### config.mk
export PLATFORM = sky130hd
export DESIGN_NAME = cd_change_det
export DESIGN_NICKNAME = d
export VERILOG_FILES = /design/src/rtl/cd_sync.sv /design/src/rtl/cd_edge.sv /design/src/rtl/cd_chg_reg.sv /design/src/rtl/cd_change_det.sv
export SDC_FILE = /design/constraint.sdc
export NUM_CORES = 1
export LEC_CHECK = 0
export ABC_AREA = 1
export BUFFER_PORTS_ARGS = -buffer_cell sky130_fd_sc_hd__buf_2
export CELL_PAD_IN_SITES_DETAIL_PLACEMENT = 1
export CELL_PAD_IN_SITES_GLOBAL_PLACEMENT = 1
export CORE_AREA = 2 2 39 41
export DETAILED_ROUTE_END_ITERATION = 10
export DIE_AREA = 0 0 41 43
export PLACE_DENSITY_LB_ADDON = 0.1
export SLEW_MARGIN = 20
export SYNTH_ARGS = -nofsm -noshare
export SYNTH_HDL_FRONTEND = slang
export SYNTH_SLANG_ARGS = --single-unit
### constraint.sdc
create_clock -name clk_i -period 1.5 [get_ports clk_i]
set_input_delay 0.15 -clock clk_i [delete_from_list [all_inputs] [get_ports clk_i]]
set_output_delay 0.15 -clock clk_i [all_outputs]
set_load 0.03 [all_outputs]
### src/rtl/cd_sync.sv
module cd_sync #(
  parameter int          W       = 2,
  parameter int          STAGES  = 2,
  parameter logic [W-1:0] RST_VAL = '0
) (
  input  logic         clk_i,
  input  logic         rst_ni,
  input  logic [W-1:0] d_i,
  output logic [W-1:0] q_o
);
  for (genvar b = 0; b < W; b++) begin : g_bit
    logic [STAGES-1:0] chain_q;
    always_ff @(posedge clk_i or negedge rst_ni) begin
      if (!rst_ni) chain_q <= {STAGES{RST_VAL[b]}};
      else         chain_q <= {chain_q[STAGES-2:0], d_i[b]};
    end
    assign q_o[b] = chain_q[STAGES-1];
  end
endmodule

### src/rtl/cd_edge.sv
module cd_edge #(
  parameter int           W       = 2,
  parameter logic [W-1:0] RST_VAL = '0
) (
  input  logic         clk_i,
  input  logic         rst_ni,
  input  logic [W-1:0] sync_i,
  output logic [W-1:0] level_o,
  output logic [W-1:0] ev_o
);
  logic [W-1:0] prev_q;

  always_ff @(posedge clk_i or negedge rst_ni) begin
    if (!rst_ni) prev_q <= RST_VAL;
    else         prev_q <= sync_i;
  end

  assign level_o = prev_q;
  assign ev_o    = sync_i ^ prev_q;

  // an event is followed by the held level moving on those bits
  assert_event_moves_level_R4: assert property (@(posedge clk_i) disable iff (!rst_ni)
    (ev_o != '0) |=> ((level_o ^ $past(level_o)) == $past(ev_o)));
endmodule

### src/rtl/cd_chg_reg.sv
module cd_chg_reg #(
  parameter int W = 2
) (
  input  logic         clk_i,
  input  logic         rst_ni,
  input  logic [W-1:0] ev_i,
  input  logic         rd_i,
  output logic [W-1:0] chg_o,
  output logic         irq_o
);
  logic [W-1:0] chg_q;
  logic [W-1:0] chg_d;
  logic         irq_q;

  always_comb begin
    chg_d = (rd_i ? '0 : chg_q) | ev_i;
  end

  always_ff @(posedge clk_i or negedge rst_ni) begin
    if (!rst_ni) begin
      chg_q <= '0;
      irq_q <= 1'b0;
    end else begin
      chg_q <= chg_d;
      irq_q <= |chg_d;
    end
  end

  assign chg_o = chg_q;
  assign irq_o = irq_q;

  // request tracks a nonempty register
  assert_irq_tracks_chg_R5: assert property (@(posedge clk_i) disable iff (!rst_ni)
    irq_o == (chg_o != '0));
  // a read with no new event leaves the register empty
  assert_read_clears_R6: assert property (@(posedge clk_i) disable iff (!rst_ni)
    (rd_i && ev_i == '0) |=> (chg_o == '0 && !irq_o));
  // an event is present in the register on the next cycle, read or not
  assert_event_kept_R7: assert property (@(posedge clk_i) disable iff (!rst_ni)
    (ev_i != '0) |=> ((chg_o & $past(ev_i)) == $past(ev_i)));
  // quiet cycles hold the register
  assert_hold_quiet_R8: assert property (@(posedge clk_i) disable iff (!rst_ni)
    (!rd_i && ev_i == '0) |=> $stable(chg_o));
endmodule

### src/rtl/cd_change_det.sv
module cd_change_det #(
  parameter int           NCH        = 2,
  parameter int           SYNC_DEPTH = 2,
  parameter logic [NCH-1:0] RST_LEVEL = 2'b01
) (
  input  logic           clk_i,
  input  logic           rst_ni,
  input  logic [NCH-1:0] cd_i,
  input  logic           rd_chg_i,
  output logic [NCH-1:0] inport_o,
  output logic [NCH-1:0] chg_o,
  output logic           irq_o
);
  logic [NCH-1:0] sync_w;
  logic [NCH-1:0] level_w;
  logic [NCH-1:0] ev_w;

  cd_sync #(.W(NCH), .STAGES(SYNC_DEPTH), .RST_VAL(RST_LEVEL)) u_sync (
    .clk_i (clk_i),
    .rst_ni(rst_ni),
    .d_i   (cd_i),
    .q_o   (sync_w)
  );

  cd_edge #(.W(NCH), .RST_VAL(RST_LEVEL)) u_edge (
    .clk_i  (clk_i),
    .rst_ni (rst_ni),
    .sync_i (sync_w),
    .level_o(level_w),
    .ev_o   (ev_w)
  );

  cd_chg_reg #(.W(NCH)) u_chg (
    .clk_i (clk_i),
    .rst_ni(rst_ni),
    .ev_i  (ev_w),
    .rd_i  (rd_chg_i),
    .chg_o (chg_o),
    .irq_o (irq_o)
  );

  assign inport_o = ~level_w;

  // the port view and the change register move together on an event
  assert_view_follows_event_R1: assert property (@(posedge clk_i) disable iff (!rst_ni)
    (ev_w != '0) |=> ((inport_o ^ $past(inport_o)) == $past(ev_w)));
endmodule

==> metrics.txt, run 1 <==
Data required, critical path 1.35 ns; startpoint types flop; fin crit share 0.7528; I/O pins 10; fin area 419.2 um2; synthesized instance count 26; die height 43 um; gr usage total 0.06612; DPL Wire Length 368.5 um; CTS H-Tree Depth 1; fin nets 48; CP peak stage delay 0.52 ns; RSZ-0062 raised after global routing no; worst-path fanout max 3; minimum clock period 1.129 ns; maximum clock rate 0.8856 GHz; worst path buffer plus inverter count 2; gp weighted congestion 0.5778; critical-path cell list inv_2 > buf_2; first-iteration detailed-routing DRC count 0; initial antenna violation count 0; post-CTS sizing 0; initial core utilization 0.2152; CTS tree yes; Synth top area share 0.5042; status complete, no violations; Slew @ Worst Pin 0.1958 ns; top cells by area, synth dfrtp_1, dfstp_2, inv_1; slew margin rel. 0.8695; Post-Synth XOR/XNOR Area 0; mux contribution to synthesized area 0; port buffer count 9; share of cells above drive strength 1 0.4286; cell with the largest stage delay on the worst path dfstp_2; Synth Area in Compound Gates 0; Worst VDD drop 0.4786 mV; clock latency at the later pin of the worst-skew pair 0.25 ns; CP arrival 0.98 ns; most common cell after layout, fill and taps aside buf_2; num rows 14; clock root buffer clkbuf_4; wire length per cell 7.845 um; Cell Area, Synth 297.8 um2; post-CTS setup buffer count 0; final setup vio count 0; Max Clock Skew 0.002743 ns; CTS Buf Count 3; adder-cell share of the synthesized area 0; core box area 1384 um2; Cell Area, Placed 362.8 um2; Hold Vio Cnt, Final 0; Synthesized Nets 31; ant diodes 0; Pwr Density 1207 nW/um2; critical path's top delay family flip-flops; Fin Setup TNS 0 ns; largest net degree at the start of global routing 10; Worst Setup End Kind output port; P&R area growth vs syn 40.76%; register area share after synthesis 0.7689; critical path class reg -> out; clk slew on worst S/H paths 0.06 ns; routed via count 210; Synth cell types 7; Simple-Gate Fraction of Synth Area 0.1555; DR vias/cell 3.621; leading cell types in the layout, fill and taps excluded buf_2, dfrtp_1, inv_1, nand2_1, nor2_1; mean post-synth cell area 11.45 um2; First-pass DRT Iterations 1; YS warnings 0; first-pass GRT wire length 731 um; vias in the first global route 204; Total Wirelength 455 um; Synth area leader dfrtp_1; largest family of logic cells by synthesized area simple AND/OR/NAND/NOR gates; DRC viols 0; Seq cells post-synth 9; ANT nets after route 0; Leak 0.2160 nW; Final Max Slew Viols 0; # hold bufs at CTS 3; Max-cap violations 0; chip width 41 um; Longest Clk Path Bufs 2; grt total ovfl 0; die area 1763 um2; CTS Sinks 9; worst min-delay path category in -> async
-- cells in the mapped netlist --
cell type,instances
dfrtp_1,6
dfstp_2,3
inv_1,5
inv_2,1
nand2_1,5
nand2_2,2
nor2_1,4
-- per-layer routing --
metal / part of all wire / track usage / vias to the layer above
met2: 0.51 / 0.09688 / 8
met4: 0 / 0.06000 / 0
met5: 0 / 0 / -
met1: 0.42 / 0.06376 / 97
met3: 0.066 / 0.03141 / 0
li1: - / - / 105
-- cell type report --
class,instances,area [um2]
Fill cell,170,964.7
Sequential cell,9,229.0
Timing Repair Buffer,12,75.07
Multi-Input combinational cell,11,46.29
Clock buffer,4,26.28
Inverter,6,22.52
Tap cell,16,20.02
-- stage by stage --
step	hold WS [ns]	setup WS, ns	instances	util	power, mW
CTS	0.2693	0.3558	58	0.3029	0.5211
global route	0.2871	0.3206	58	0.3029	0.5452
global placement	0.004533	0.5568	51	0.2622	0.3304
finish	0.2738	0.3708	58	0.3029	0.5060
detailed placement	0.01043	0.5460	51	0.2622	0.3328
floorplan	-0.1456	0.5339	26	-	0.3089
-- worst reg2reg max path: stages, from the launching register on --
cell,delay [ns]
dfstp_2,0.52
inv_2,0.04
nand2_2,0.04
nand2_1,0.04
nor2_1,0.12
nand2_1,0.07
-- cell families (layout without fill, tap and decap cells) --
kind of cell           Yosys count  after routing
AND/OR/NAND/NOR                 11             11
flip-flops                       9              9
buffers and inverters            6             22
-- worst paths after layout --
path                       slack, ns                    endpoint  cells after the start                  startpoint
min                             0.27              u_chg.chg_o[0]                      2                      rst_ni
max reg2reg                     0.55                 u_chg.irq_o                      5           u_edge.level_o[0]
min reg2reg                     0.36  u_sync.g_bit[1].chain_q[1]                      0  u_sync.g_bit[1].chain_q[0]
max                             0.37                 inport_o[0]                      2           u_edge.level_o[0]
min in group clk_i              0.30              u_chg.chg_o[1]                      6                    rd_chg_i
max in group asynchronous       0.99           u_edge.level_o[0]                      2                      rst_ni
-- registers in the layout, summed over array words and instances, names as in the netlist --
| register | flops |
|---|---|
| u_chg.chg_o | 2 |
| u_chg.irq_o | 1 |
| u_edge.level_o | 2 |
| u_sync.g_bit.chain_q | 4 |
-- report_power, final --
part           total, mW  switching (mW)  internal (mW)  leakage [nW]
combinational     0.0634          0.0412         0.0222         0.103
clock              0.173          0.0715          0.102        0.0150
sequential         0.269         0.00762          0.262        0.0983
total              0.506           0.120          0.386         0.216
Note: power is estimated with default switching activity, not from simulation.
==> run 2: changes to the inputs <==
==> constraint.sdc (replaced) <==
create_clock -name clk_i -period 0.96 [get_ports clk_i]
set_input_delay 0.096 -clock clk_i [delete_from_list [all_inputs] [get_ports clk_i]]
set_output_delay 0.096 -clock clk_i [all_outputs]
set_load 0.03 [all_outputs]
==> metrics.txt, run 2 (synthesized netlist as in run 1, its figures left out) <==
Longest Clk Path Bufs 2 (unchanged); slew margin rel. 0.8679 (-0.001570); critical-path cell list inv_4 > buf_6; Slew @ Worst Pin 0.1974 ns (+0.001626 ns); NetSw 0.1972 mW (+64%); worst-path fanout max 3 (unchanged); DRC viols 0 (unchanged); first-pass GRT wire length 717 um (-1.9%); gr usage total 0.06816 (+0.002035); CTS Sinks 9 (unchanged); initial core utilization 0.2152 (unchanged); clock latency at the later pin of the worst-skew pair 0.25 ns (about the same); maximum clock rate 0.9419 GHz; Worst Slack Setup Final -0.1017 ns (-0.4725 ns); Placed Instances 51 (unchanged); initial antenna violation count 0 (unchanged); failing checks setup timing; die height 43 um (unchanged); fin crit share 1.106; core box area 1384 um2 (unchanged); DR vias/cell 3.552 (-1.9%); largest net degree at the start of global routing 10 (unchanged); RSZ-0062 raised after global routing yes; DPL Wire Length 365.3 um (-0.87%); die area 1763 um2 (unchanged); critical path class reg -> out; grt total ovfl 0 (unchanged); wire length per cell 8.121 um (+3.5%); I/O pins 10 (unchanged); routed via count 206 (-1.9%); cell with the largest stage delay on the worst path dfstp_2; critical path's top delay family flip-flops; final setup vio count 1 (+1); startpoint types flop; Total Power 0.8087 mW (+60%); share of total power in sequential cells 0.522 (-0.011); Sw Ratio 0.2439 (+0.006194); CTS tree yes; vias in the first global route 195 (-4.4%); Final Max Slew Viols 0 (unchanged); cell internal pwr 0.6114 mW (+59%); CTS Buf Count 3 (unchanged); ant diodes 0 (unchanged); final core occ 0.3210 (+0.01808); chip width 41 um (unchanged); ANT nets after route 0 (unchanged); worst path buffer plus inverter count 2 (unchanged); clock root buffer clkbuf_4; Largest Register u_sync.g_bit.chain_q; Total Wirelength 471 um (+3.5%); leading cell types in the layout, fill and taps excluded buf_2, dfrtp_1, inv_1; first-iteration detailed-routing DRC count 1 (+1); Leak 0.2216 nW (+2.6%); Pwr Density 1821 nW/um2 (+51%); Place WS -0.01315 ns (-0.5591 ns); Data required, critical path 0.86 ns (-0.49 ns); most common cell after layout, fill and taps aside buf_2; gp weighted congestion 0.5778 (unchanged); combinational share of power 0.139 (+0.014); status complete, but fails checks; clock power share 0.339 (-0.003); Max Clock Skew 0.001792 ns (-0.0009513 ns); max reg flops 4 (unchanged); Worst Setup End Kind output port; worst min-delay path category in -> async; minimum clock period 1.062 ns; CP arrival 0.97 ns (about the same); fin nets 48 (unchanged); Max-cap violations 0 (unchanged); Worst VDD drop 0.7242 mV (+51%); First-pass DRT Iterations 2 (+1); Post-Layout Cell Count 58 (unchanged); num rows 14 (unchanged); CP peak stage delay 0.55 ns (+0.03 ns); clk slew on worst S/H paths 0.06 ns (about the same); share of cells above drive strength 1 0.4762 (+0.04762); P&R area growth vs syn 49.16%; CTS H-Tree Depth 1 (unchanged); port buffer count 9 (unchanged); Hold Vio Cnt, Final 0 (unchanged)
[run 2: cell counts in the layout (fill, tap and decap cells not counted)]
Identical to the previous run, type by type.
[run 2: power groups by stage]
stage	combinational [mW]	sequential, mW	clock [mW]
2_1_floorplan	0.0335	0.451	0
3_3_place_gp	0.0910	0.427	0
3_5_place_dp	0.0921	0.429	0
4_1_cts	0.108	0.422	0.297
5_1_grt	0.123	0.424	0.322
6_report	0.113	0.422	0.274
[run 2: stage by stage]
step	hold slack, ns	area (um2)	TNS, ns
floorplan	-0.1996	300.3	0
global placement	-0.04940	365.4	0
detailed placement	-0.04680	365.4	-0.01678
CTS	0.2030	432.9	-0.1337
global route	0.2277	444.2	-0.2135
finish	0.2180	444.2	-0.1017
[run 2: timing repair]
item | CTS | global route
setup endpoints to repair | 4 | 4
pin swaps | 0 | 0
gates resized for setup | 4 | 3
hold buffers | 3 | 0
buffers inserted | 0 | 0
hold endpoints to repair | 11 | 0
[run 2: worst paths after layout]
check / from / to / slack (ns) / cells past startpoint
setup / recovery: u_edge.level_o[0] / inport_o[0] / -0.10 / 2
hold reg to reg: u_sync.g_bit[1].chain_q[0] / u_sync.g_bit[1].chain_q[1] / 0.35 / 0
setup reg to reg: u_edge.level_o[0] / u_chg.irq_o / 0.02 / 5
min in group clk_i: rd_chg_i / u_chg.chg_o[1] / 0.23 / 6
max in group asynchronous: rst_ni / u_edge.level_o[0] / 0.50 / 2
hold / removal: rst_ni / u_chg.chg_o[0] / 0.22 / 2
[run 2: area by class of cell]
class                      instances  area [um2]
tap                               16       20.02
multi-input combinational         11       56.30
timing repair buffer              12       87.58
sequential                         9       229.0
inverter                           6       25.02
fill                             165       939.7
clock buffer                       4       26.28
[run 2: layer usage]
metal	routed length (um)	GRT usage	vias up
met5	0	0	-
met4	0	0.08000	0
met3	36	0.03141	0
met2	232	0.08750	8
met1	202	0.07047	94
li1	-	-	104
==> run 3: changes to the inputs <==
--- a/config.mk
+++ b/config.mk
@@ -10,6 +10,7 @@
 export CELL_PAD_IN_SITES_DETAIL_PLACEMENT = 1
 export CELL_PAD_IN_SITES_GLOBAL_PLACEMENT = 1
 export CORE_AREA = 2 2 39 41
+export CTS_BUF_LIST = sky130_fd_sc_hd__clkbuf_8 sky130_fd_sc_hd__clkbuf_16
 export DETAILED_ROUTE_END_ITERATION = 10
 export DIE_AREA = 0 0 41 43
 export PLACE_DENSITY_LB_ADDON = 0.1
==> metrics.txt, run 3 (synthesized netlist as in run 1, its figures left out) <==
maximum clock rate 0.9720 GHz (+3.2%); cell internal pwr 0.7287 mW (+19%); die area 1763 um2 (unchanged); critical path class reg -> out; final setup vio count 1 (unchanged); clock power share 0.431 (+0.092); multi-input logic area 56.30 um2 (unchanged); fin crit share 1.072 (-0.03423); r2r endpoint u_chg.irq_o; Max Clock Skew 0.0002733 ns (-0.001518 ns); CTS tree yes; First-pass DRT Iterations 4 (+2); CP peak stage delay 0.54 ns (about the same); CTS Buf Count 3 (unchanged); leading cell types in the layout, fill and taps excluded buf_2, inv_1, dfrtp_1; gp weighted congestion 0.5778 (unchanged); chip width 41 um (unchanged); die height 43 um (unchanged); largest net degree at the start of global routing 10 (unchanged); Slew @ Worst Pin 0.1974 ns (-0.000001073 ns); failing checks setup timing; DPL Wire Length 365.3 um (unchanged); cell with the largest stage delay on the worst path dfstp_2; Worst VDD drop 0.8720 mV (+20%); Total Wirelength 470 um (-0.21%); startpoint types flop; wire length per cell 8.103 um (-0.21%); Final Max Slew Viols 0 (unchanged); final core occ 0.3318 (+0.01085); first-pass GRT wire length 696 um (-2.9%); CP arrival 0.93 ns (-0.04 ns); Sw Ratio 0.2229 (-0.02097); smallest hold slack 0.2491 ns (+0.03109 ns); port buffer count 9 (unchanged); Longest Clk Path Bufs 2 (unchanged); max reg flops 4 (unchanged); P&R area growth vs syn 54.20%; CTS H-Tree Depth 1 (unchanged); share of cells above drive strength 1 0.4762 (unchanged); fin nets 48 (unchanged); Worst Setup End Kind output port; Critical R2R Launch u_edge.level_o[0]; gr usage total 0.06409 (-0.004069); register area 229.0 um2 (unchanged); Pwr Density 2042 nW/um2 (+12%); ANT nets after route 0 (unchanged); ant diodes 0 (unchanged); critical-path cell list inv_4 > buf_6; FILL cells 162 (-1.8%); Max-cap violations 0 (unchanged); vias in the first global route 190 (-2.6%); clock latency at the later pin of the worst-skew pair 0.22 ns (-0.03 ns); clock root buffer clkbuf_8; num rows 14 (unchanged); status complete, but fails checks; worst-path fanout max 3 (unchanged); routed via count 207 (+0.49%); reg2reg setup slack 0.02 ns (about the same); combinational share of power 0.118 (-0.021); grt total ovfl 0 (unchanged); Hold Vio Cnt, Final 0 (unchanged); most common cell after layout, fill and taps aside buf_2; CTS Sinks 9 (unchanged); Largest Register u_sync.g_bit.chain_q; NetSw 0.2090 mW (+6.0%); share of total power in sequential cells 0.451 (-0.071); worst min-delay path category in -> async; first-iteration detailed-routing DRC count 1 (unchanged); initial antenna violation count 0 (unchanged); initial core utilization 0.2152 (unchanged); Data required, critical path 0.86 ns (about the same); Worst Slack Setup Final -0.06880 ns (+0.03286 ns); DRC viols 0 (unchanged); minimum clock period 1.029 ns (-0.03286 ns); clk slew on worst S/H paths 0.04 ns (-0.02 ns); slew margin rel. 0.8679 (unchanged); DR vias/cell 3.569 (+0.49%); Leak 0.2321 nW (+4.7%); core box area 1384 um2 (unchanged); RSZ-0062 raised after global routing yes; I/O pins 10 (unchanged); worst r2r path cells 5 (unchanged)
-- run 3: layout make-up --
type,instances,share of cell area
inverter,6,0.05450
clock buffer,3,0.08992
multi-input combinational,11,0.1226
timing repair buffer,12,0.1826
tap,16,0.04360
sequential,9,0.4986
clock inverter,1,0.008174
-- run 3: what timing repair did --
item,in CTS,in global routing
setup buffers,0,0
hold buffers,3,0
endpoints found under the setup margin,3,4
endpoints found under the hold margin,11,0
resized for setup,3,3
-- run 3: power groups by stage --
stage | clock network (mW) | registers (mW) | logic [mW]
floorplan | 0 | 0.451 | 0.0335
global placement | 0 | 0.427 | 0.0910
detailed placement | 0 | 0.429 | 0.0921
CTS | 0.421 | 0.424 | 0.106
global route | 0.452 | 0.425 | 0.121
finish | 0.404 | 0.423 | 0.110
-- run 3: how the worst max path moves through the flow --
stage                                  from  depth (start not counted)           to
final                     u_edge.level_o[0]                          2  inport_o[0]
after global routing      u_edge.level_o[0]                          2  inport_o[0]
after CTS                 u_edge.level_o[0]                          2  inport_o[0]
after detailed placement  u_edge.level_o[0]                          5  u_chg.irq_o
after global placement    u_edge.level_o[0]                          5  u_chg.irq_o
after floorplan           u_edge.level_o[0]                          5  u_chg.irq_o
-- run 3: critical path, delay by kind of cell (launching register included) --
kind,cells,cell delay [ns]
buffers and inverters,2,0.17
DFF,1,0.54
-- run 3: routing by layer --
metal  part of all wire  routed length (um)  global-route usage
met3              0.077                  36             0.03141
met1               0.43                 204             0.06711
met5                  0                   0                   0
met2               0.49                 229             0.08750
met4                  0                   0             0.06000
-- run 3: stage by stage --
stage | TNS [ns] | setup slack, ns | power [mW] | instances | instance area, um2
CTS | -0.08887 | -0.08488 | 0.9511 | 58 | 449.2
global route | -0.1601 | -0.1088 | 0.9980 | 58 | 459.2
detailed placement | -0.01678 | -0.01315 | 0.5211 | 51 | 365.4
floorplan | 0 | 0.008704 | 0.4840 | 26 | 300.3
global placement | 0 | 0.003950 | 0.5175 | 51 | 365.4
finish | -0.06880 | -0.06880 | 0.9377 | 58 | 459.2
